### config.mk
export PLATFORM = sky130hd
export DESIGN_NAME = irq_pacer
export DESIGN_NICKNAME = d
export VERILOG_FILES = /design/src/rtl/pacer_pkg.sv /design/src/rtl/pace_tick_gen.sv /design/src/rtl/pace_rate_meter.sv /design/src/rtl/pace_reload_calc.sv /design/src/rtl/pace_gate.sv /design/src/rtl/irq_pacer.sv
export SDC_FILE = /design/constraint.sdc
export NUM_CORES = 1
export LEC_CHECK = 0
export ABC_AREA = 0
export BUFFER_PORTS_ARGS = -buffer_cell sky130_fd_sc_hd__buf_2
export CAP_MARGIN = 15
export CORE_AREA = 2 2 108 110
export DETAILED_ROUTE_END_ITERATION = 6
export DIE_AREA = 0 0 110 112
export GPL_ROUTABILITY_DRIVEN = 0
export GPL_TIMING_DRIVEN = 0
export PLACE_DENSITY_LB_ADDON = 0.15
export RECOVER_POWER = 100
export SYNTH_ARGS = -nofsm -noshare
export SYNTH_HDL_FRONTEND = slang
export SYNTH_SLANG_ARGS = --single-unit
### constraint.sdc
create_clock -name clk_i -period 5.7 [get_ports clk_i]
set_input_delay 0.855 -clock clk_i [delete_from_list [all_inputs] [get_ports clk_i]]
set_output_delay 0.855 -clock clk_i [all_outputs]
set_load 0.05 [all_outputs]
### src/rtl/pacer_pkg.sv
package pacer_pkg;
  typedef enum logic [2:0] {
    BAND_FLOOD,
    BAND_DOUBLE,
    BAND_INC,
    BAND_DEC,
    BAND_HALF,
    BAND_IDLE
  } pace_band_e;
endpackage

### src/rtl/pace_tick_gen.sv
module pace_tick_gen #(
  parameter int PRESC_W   = 10,
  parameter int WIN_TICKS = 250
) (
  input  logic               clk_i,
  input  logic               rst_ni,
  input  logic               en_i,
  input  logic [PRESC_W-1:0] prescale_i,
  output logic               tick_o,
  output logic               win_end_o
);
  localparam int WIN_W = (WIN_TICKS > 2) ? $clog2(WIN_TICKS) : 1;
  localparam logic [WIN_W-1:0] WIN_LAST = WIN_W'(WIN_TICKS - 1);

  logic [PRESC_W-1:0] div_q, div_last;
  logic [WIN_W-1:0]   win_q;

  assign div_last  = (prescale_i == '0) ? '0 : prescale_i - PRESC_W'(1);
  assign tick_o    = en_i && (div_q >= div_last);
  assign win_end_o = tick_o && (win_q == WIN_LAST);

  always_ff @(posedge clk_i or negedge rst_ni) begin
    if (!rst_ni) begin
      div_q <= '0;
      win_q <= '0;
    end else if (!en_i) begin
      div_q <= '0;
      win_q <= '0;
    end else if (tick_o) begin
      div_q <= '0;
      win_q <= win_end_o ? '0 : win_q + WIN_W'(1);
    end else begin
      div_q <= div_q + PRESC_W'(1);
    end
  end

  // with a steady prescale above one, ticks never come back to back
  assert_tick_gap_R2: assert property (@(posedge clk_i) disable iff (!rst_ni)
    (tick_o && prescale_i > PRESC_W'(1)) |=> (!tick_o || prescale_i != $past(prescale_i)));
endmodule

### src/rtl/pace_rate_meter.sv
module pace_rate_meter #(
  parameter int CNT_W = 8
) (
  input  logic             clk_i,
  input  logic             rst_ni,
  input  logic             en_i,
  input  logic             irq_i,
  input  logic             win_end_i,
  output logic [CNT_W-1:0] count_o
);
  logic [CNT_W-1:0] ev_q;

  always_ff @(posedge clk_i or negedge rst_ni) begin
    if (!rst_ni) begin
      ev_q <= '0;
    end else if (!en_i) begin
      ev_q <= '0;
    end else if (win_end_i) begin
      ev_q <= irq_i ? CNT_W'(1) : '0;  // boundary event opens the next window
    end else if (irq_i && ev_q != '1) begin
      ev_q <= ev_q + CNT_W'(1);
    end
  end

  assign count_o = ev_q;

  assert_restart_R3: assert property (@(posedge clk_i) disable iff (!rst_ni)
    (en_i && win_end_i && !irq_i) |=> (count_o == '0));
  assert_no_wrap_R3: assert property (@(posedge clk_i) disable iff (!rst_ni)
    (en_i && !win_end_i && count_o == '1) |=> (count_o == '1));
endmodule

### src/rtl/pace_reload_calc.sv
module pace_reload_calc
  import pacer_pkg::*;
#(
  parameter int CNT_W = 8,
  parameter int MAX_W = 6,
  parameter int TMR_W = 8
) (
  input  logic             clk_i,
  input  logic             rst_ni,
  input  logic             en_i,
  input  logic             win_end_i,
  input  logic [CNT_W-1:0] count_i,
  input  logic [MAX_W-1:0] max_i,
  output logic [TMR_W-1:0] reload_o
);
  localparam int CW = ((CNT_W > MAX_W) ? CNT_W : MAX_W) + 3;

  logic [CW-1:0]    c_x, m_x;
  pace_band_e       band;
  logic [TMR_W:0]   dbl, inc;
  logic [TMR_W-1:0] reload_q, reload_d;

  assign c_x = CW'(count_i);
  assign m_x = CW'(max_i);

  always_comb begin
    if (c_x > (m_x << 1))                    band = BAND_FLOOD;
    else if ((c_x << 1) > (m_x + (m_x << 1))) band = BAND_DOUBLE;
    else if (c_x > m_x)                      band = BAND_INC;
    else if ((c_x << 1) > m_x)               band = BAND_DEC;
    else if (c_x != '0)                      band = BAND_HALF;
    else                                     band = BAND_IDLE;
  end

  assign dbl = {reload_q, 1'b1};
  assign inc = {1'b0, reload_q} + (TMR_W+1)'(1);

  always_comb begin
    unique case (band)
      BAND_FLOOD:  reload_d = '1;
      BAND_DOUBLE: reload_d = dbl[TMR_W] ? '1 : dbl[TMR_W-1:0];
      BAND_INC:    reload_d = inc[TMR_W] ? '1 : inc[TMR_W-1:0];
      BAND_DEC:    reload_d = (reload_q == '0) ? '0 : reload_q - TMR_W'(1);
      BAND_HALF:   reload_d = reload_q >> 1;
      default:     reload_d = '0;
    endcase
  end

  always_ff @(posedge clk_i or negedge rst_ni) begin
    if (!rst_ni)        reload_q <= '0;
    else if (!en_i)     reload_q <= '0;
    else if (win_end_i) reload_q <= reload_d;
  end

  assign reload_o = reload_q;

  assert_idle_band_R4: assert property (@(posedge clk_i) disable iff (!rst_ni)
    (en_i && win_end_i && count_i == '0) |=> (reload_o == '0));
  assert_hold_mid_window_R4: assert property (@(posedge clk_i) disable iff (!rst_ni)
    (en_i && !win_end_i) |=> (reload_o == $past(reload_o)));
endmodule

### src/rtl/pace_gate.sv
module pace_gate #(
  parameter int TMR_W = 8
) (
  input  logic             clk_i,
  input  logic             rst_ni,
  input  logic             en_i,
  input  logic             tick_i,
  input  logic             irq_i,
  input  logic [TMR_W-1:0] reload_i,
  output logic             fire_o
);
  logic [TMR_W-1:0] tmr_q;
  logic             pend_q, fire_q, zero, release_now;

  assign zero        = (tmr_q == '0);
  assign release_now = en_i && zero && (irq_i || pend_q);

  always_ff @(posedge clk_i or negedge rst_ni) begin
    if (!rst_ni) begin
      tmr_q  <= '0;
      pend_q <= 1'b0;
      fire_q <= 1'b0;
    end else if (!en_i) begin
      tmr_q  <= '0;
      pend_q <= 1'b0;
      fire_q <= 1'b0;
    end else begin
      fire_q <= release_now;
      if (zero && (tick_i || release_now)) tmr_q <= reload_i;
      else if (tick_i && !zero)            tmr_q <= tmr_q - TMR_W'(1);
      if (release_now)  pend_q <= 1'b0;
      else if (irq_i)   pend_q <= 1'b1;
    end
  end

  assign fire_o = fire_q;

  assert_off_clear_R1: assert property (@(posedge clk_i) disable iff (!rst_ni)
    !en_i |=> (!fire_o && !pend_q && tmr_q == '0));
  assert_tmr_dec_R5: assert property (@(posedge clk_i) disable iff (!rst_ni)
    (en_i && tick_i && !zero) |=> (tmr_q == $past(tmr_q) - TMR_W'(1)));
  assert_blocked_quiet_R6: assert property (@(posedge clk_i) disable iff (!rst_ni)
    (en_i && !zero) |=> !fire_o);
  assert_pend_latch_R6: assert property (@(posedge clk_i) disable iff (!rst_ni)
    (en_i && !zero && irq_i) |=> pend_q);
  assert_fire_needs_event_R7: assert property (@(posedge clk_i) disable iff (!rst_ni)
    (en_i && !irq_i && !pend_q) |=> !fire_o);
endmodule

### src/rtl/irq_pacer.sv
module irq_pacer #(
  parameter int PRESC_W   = 10,
  parameter int WIN_TICKS = 250,
  parameter int CNT_W     = 8,
  parameter int MAX_W     = 6,
  parameter int TMR_W     = 8
) (
  input  logic               clk_i,
  input  logic               rst_ni,
  input  logic               en_i,
  input  logic               irq_i,
  input  logic [PRESC_W-1:0] prescale_i,
  input  logic [MAX_W-1:0]   max_i,
  output logic               irq_o
);
  logic             tick, win_end, fire;
  logic [CNT_W-1:0] count;
  logic [TMR_W-1:0] reload;

  pace_tick_gen #(.PRESC_W(PRESC_W), .WIN_TICKS(WIN_TICKS)) u_tick (
    .clk_i, .rst_ni, .en_i, .prescale_i,
    .tick_o(tick), .win_end_o(win_end)
  );

  pace_rate_meter #(.CNT_W(CNT_W)) u_meter (
    .clk_i, .rst_ni, .en_i, .irq_i,
    .win_end_i(win_end), .count_o(count)
  );

  pace_reload_calc #(.CNT_W(CNT_W), .MAX_W(MAX_W), .TMR_W(TMR_W)) u_calc (
    .clk_i, .rst_ni, .en_i, .win_end_i(win_end),
    .count_i(count), .max_i, .reload_o(reload)
  );

  pace_gate #(.TMR_W(TMR_W)) u_gate (
    .clk_i, .rst_ni, .en_i, .tick_i(tick), .irq_i,
    .reload_i(reload), .fire_o(fire)
  );

  assign irq_o = en_i ? fire : irq_i;

  assert_win_on_tick_R2: assert property (@(posedge clk_i) disable iff (!rst_ni)
    win_end |-> tick);
endmodule

==> results.json <==
{
  "finalWorstSetupSlack_ns": 1.01,
  "critPathMaxStageDelay_ns": 0.67,
  "max_freq_ghz": 0.213,
  "final_nets": 576,
  "post_cts_buffers": 0,
  "drt_iter0_markers": 221,
  "initial_core_util_pct": 36.3,
  "antenna_found_initial": 0,
  "yosysSeqAreaShare_pct": 27.1,
  "h-tree-depth": 2,
  "rrSetupSlack_ns": 2.55,
  "overflow": 0,
  "synthDominantCellAreaShare_pct": 27.1,
  "reg2reg_from": "u_tick.div_q[0]",
  "cp_cell_sequence": "clkbuf_1 -> nor3_1 -> nand2_1 -> or3_1 -> clkbuf_1 -> and2_0 -> ha_1 -> or3b_1 -> o2111ai_1 -> a31o_2 -> a32oi_1 -> nand2_1 -> nand2_1 -> clkbuf_1 -> nor2_1",
  "syn-num-nets": 549,
  "path_max_fanout": 10,
  "ant_nets": 0,
  "grt_usage_pct": 18.3,
  "die_x_um": 110,
  "cts_resized": 0,
  "critPathKind": "input pin to flip-flop",
  "hold_buffers": 0,
  "grt_pass1_vias": 3737,
  "cts.clk_slew.worst_paths_ns": 0.06,
  "cts_tree": "built",
  "die_h_um": 112,
  "clk_path_buf_depth": 2,
  "synthFlopType": "dfrtp_1",
  "syn_area_per_cell_um2": 8.51,
  "post-route-util_pct": 39.8,
  "vias": 3574,
  "outcome": "finished with violations",
  "hp-class": "flip-flop to flip-flop",
  "period_share_pct": 82.2,
  "async_flop_share_pct": 100,
  "ys_seq_elements": 44,
  "cp_slowest_cell": "a32oi_1",
  "drtPass1Iterations": 4,
  "clock_skew_ns": 0.00887,
  "r2r_end": "u_meter.count_o[4]",
  "fin_hold_ws_ns": 0.469,
  "rows": 39,
  "violations": "capacitance limit, slew limit",
  "synth-edff-count": 0,
  "hp-start": "u_gate.tmr_q[6]",
  "numPortBuffers": 20,
  "power_density_nw_per_um2": 233,
  "worstMarginPinSlew_ns": 2.38,
  "crit_start": "prescale_i[3]",
  "syn_to_final_growth_pct": 9.49,
  "totalWireLength_um": 10200,
  "synth_cells": 477,
  "rsz0062_at_grt": "false",
  "clk_latency_ns": 0.29,
  "synth_cell_types": 67,
  "worstSetupStartpointType": "input pin",
  "crit_path_end": "u_meter.count_o[4]",
  "setup_tns_ns": 0,
  "synth.most_common_cell": "nor2_1",
  "fin_cells": 648,
  "cts_buffers": 5,
  "drive_above_1_share_pct": 8.12,
  "core_area_um2": 11200,
  "max_cap_viol_count": 1,
  "syn_area_um2": 4060,
  "peakVddDrop_mv": 0.148,
  "crit_path_end_kind": "flip-flop",
  "dieArea_um2": 12300,
  "diodes": 0,
  "grt_pass1_wl_um": 18000,
  "wl_per_cell_um": 15.7,
  "cp_data_required_time_ns": 5.86,
  "pre_cts_ws_ns": 1.08,
  "viasPerCell": 5.52,
  "crit_arrival_ns": 4.84,
  "relSlewSlack_pct": -58.5,
  "synth_common_cells": "53 x nor2_1, 51 x ha_1, 44 x dfrtp_1",
  "yosysTopAreaCell": "dfrtp_1",
  "cts_sinks": 44,
  "io_pins": 21,
  "place_hpwl_um": 7850,
  "synth_area_leaders": "dfrtp_1 27%, ha_1 16%, nor2_1 4.9%",
  "slew_violations": 45,
  "drt_drc_violations_left": 0,
  "setup_viol": 0,
  "ys.warnings.count": 0,
  "finalCriticalPeriod_ns": 4.69,
  "grt_max_degree": 45,
  "dp.cells": 640,
  "ff2ff_path_depth": 10,
  "hold_violations": 0,
  "cts_root_buf": "clkbuf_16",
  "power.leakage_nw": 2.01
}
worst min path at each step:
| stage | endpoint | cells after the start |
|---|---|---|
| 2_1_floorplan | u_gate.tmr_q[6] | 1 |
| 3_3_place_gp | u_gate.tmr_q[6] | 1 |
| 3_5_place_dp | u_gate.tmr_q[6] | 1 |
| 4_1_cts | u_gate.tmr_q[6] | 1 |
| 5_1_grt | u_gate.tmr_q[6] | 1 |
| 6_report | u_gate.tmr_q[6] | 1 |
cell usage in the layout (no fill, tap or decap), types with 3 or more instances in the layout:
cell type  synthesis  final
a21oi_1           29     29
a21o_1             7      7
nor4_1             7      8
o21ai_0           13     13
xor2_1            18     18
xnor2_1           14     14
or3_1              7      7
nor4b_1            3      3
o22ai_1            9      9
nand4_1            8      8
nand3_1           17     17
nor2b_1            4      4
a221oi_1           6      6
dfrtp_1           44     44
nand2_1           35     35
o2111ai_1          3      3
o2bb2ai_1          3      3
nor2_1            53     53
o22a_1             3      3
buf_6              3      3
o21a_1             3      3
and3_1             7      7
a211oi_1           7      7
ha_1              51     51
clkbuf_16          0      5
a311oi_1           3      3
o31ai_1            4      5
nor3_1            19     19
inv_1             28     28
nand4b_1           4      4
nand2b_1           3      3
o311ai_0           3      3
buf_2              7     21
clkbuf_1          11     19
mux2i_1            4      4
flip-flops by register name (all words and copies together) (netlist names):
| signal | count |
|---|---|
| u_gate.tmr_q | 8 |
| u_gate.fire_o | 1 |
| u_tick.div_q | 10 |
| u_tick.win_q | 8 |
| u_gate.pend_q | 1 |
| u_calc.reload_o | 8 |
| u_meter.count_o | 8 |
metrics by stage:
stage / power [W] / instance area, µm²
floorplan: 0.000672 / 4060
global placement: 0.000760 / 4340
detailed placement: 0.000767 / 4340
CTS: 0.00105 / 4480
global route: 0.00112 / 4450
finish: 0.00103 / 4450
power breakdown:
part / internal [W] / switching [W]
logic: 0.000148 / 0.000239
registers: 0.000341 / 0.0000259
clock network: 0.000164 / 0.000117
area by class of cell:
cell class | instances | area [µm²]
plain buffers | 21 | 106
repair buffers | 20 | 96.3
flip-flops and latches | 44 | 1100
inverters | 29 | 109
multi-input cells | 383 | 2710
clock inverters | 1 | 8.76
clock buffers | 7 | 133
fillers | 1161 | 6730
well taps | 143 | 179
layer usage:
layer | up-vias | track usage [%] | share of wire, %
met1 | 1690 | 23.6 | 47
li1 | 1806 | - | -
met4 | 0 | 6.41 | 2.3
met3 | 14 | 2.34 | 3.0
met5 | - | 0 | 0
met2 | 64 | 31.0 | 48
critical path: cells and delay by family:
| kind | cells | cell delay, ns |
|---|---|---|
| simple gates | 8 | 1.93 |
| compound gates | 3 | 1.05 |
| buf+inv | 3 | 0.74 |
| fa+ha+maj | 1 | 0.26 |
cells by family (layout without fill, tap and decap cells):
kind of cell	after synthesis	in the layout	synth area share [%]
AOI/OAI and AO/OA	112	112	20.0
buffers and inverters	50	78	5.39
xor gates and xnor gates	32	32	6.90
adders and majority gates	52	52	16.2
and+or+nand+nor	182	182	23.1
muxes	5	5	1.26
DFF	44	44	27.1
No activity file was read; power rests on OpenSTA's default activity.
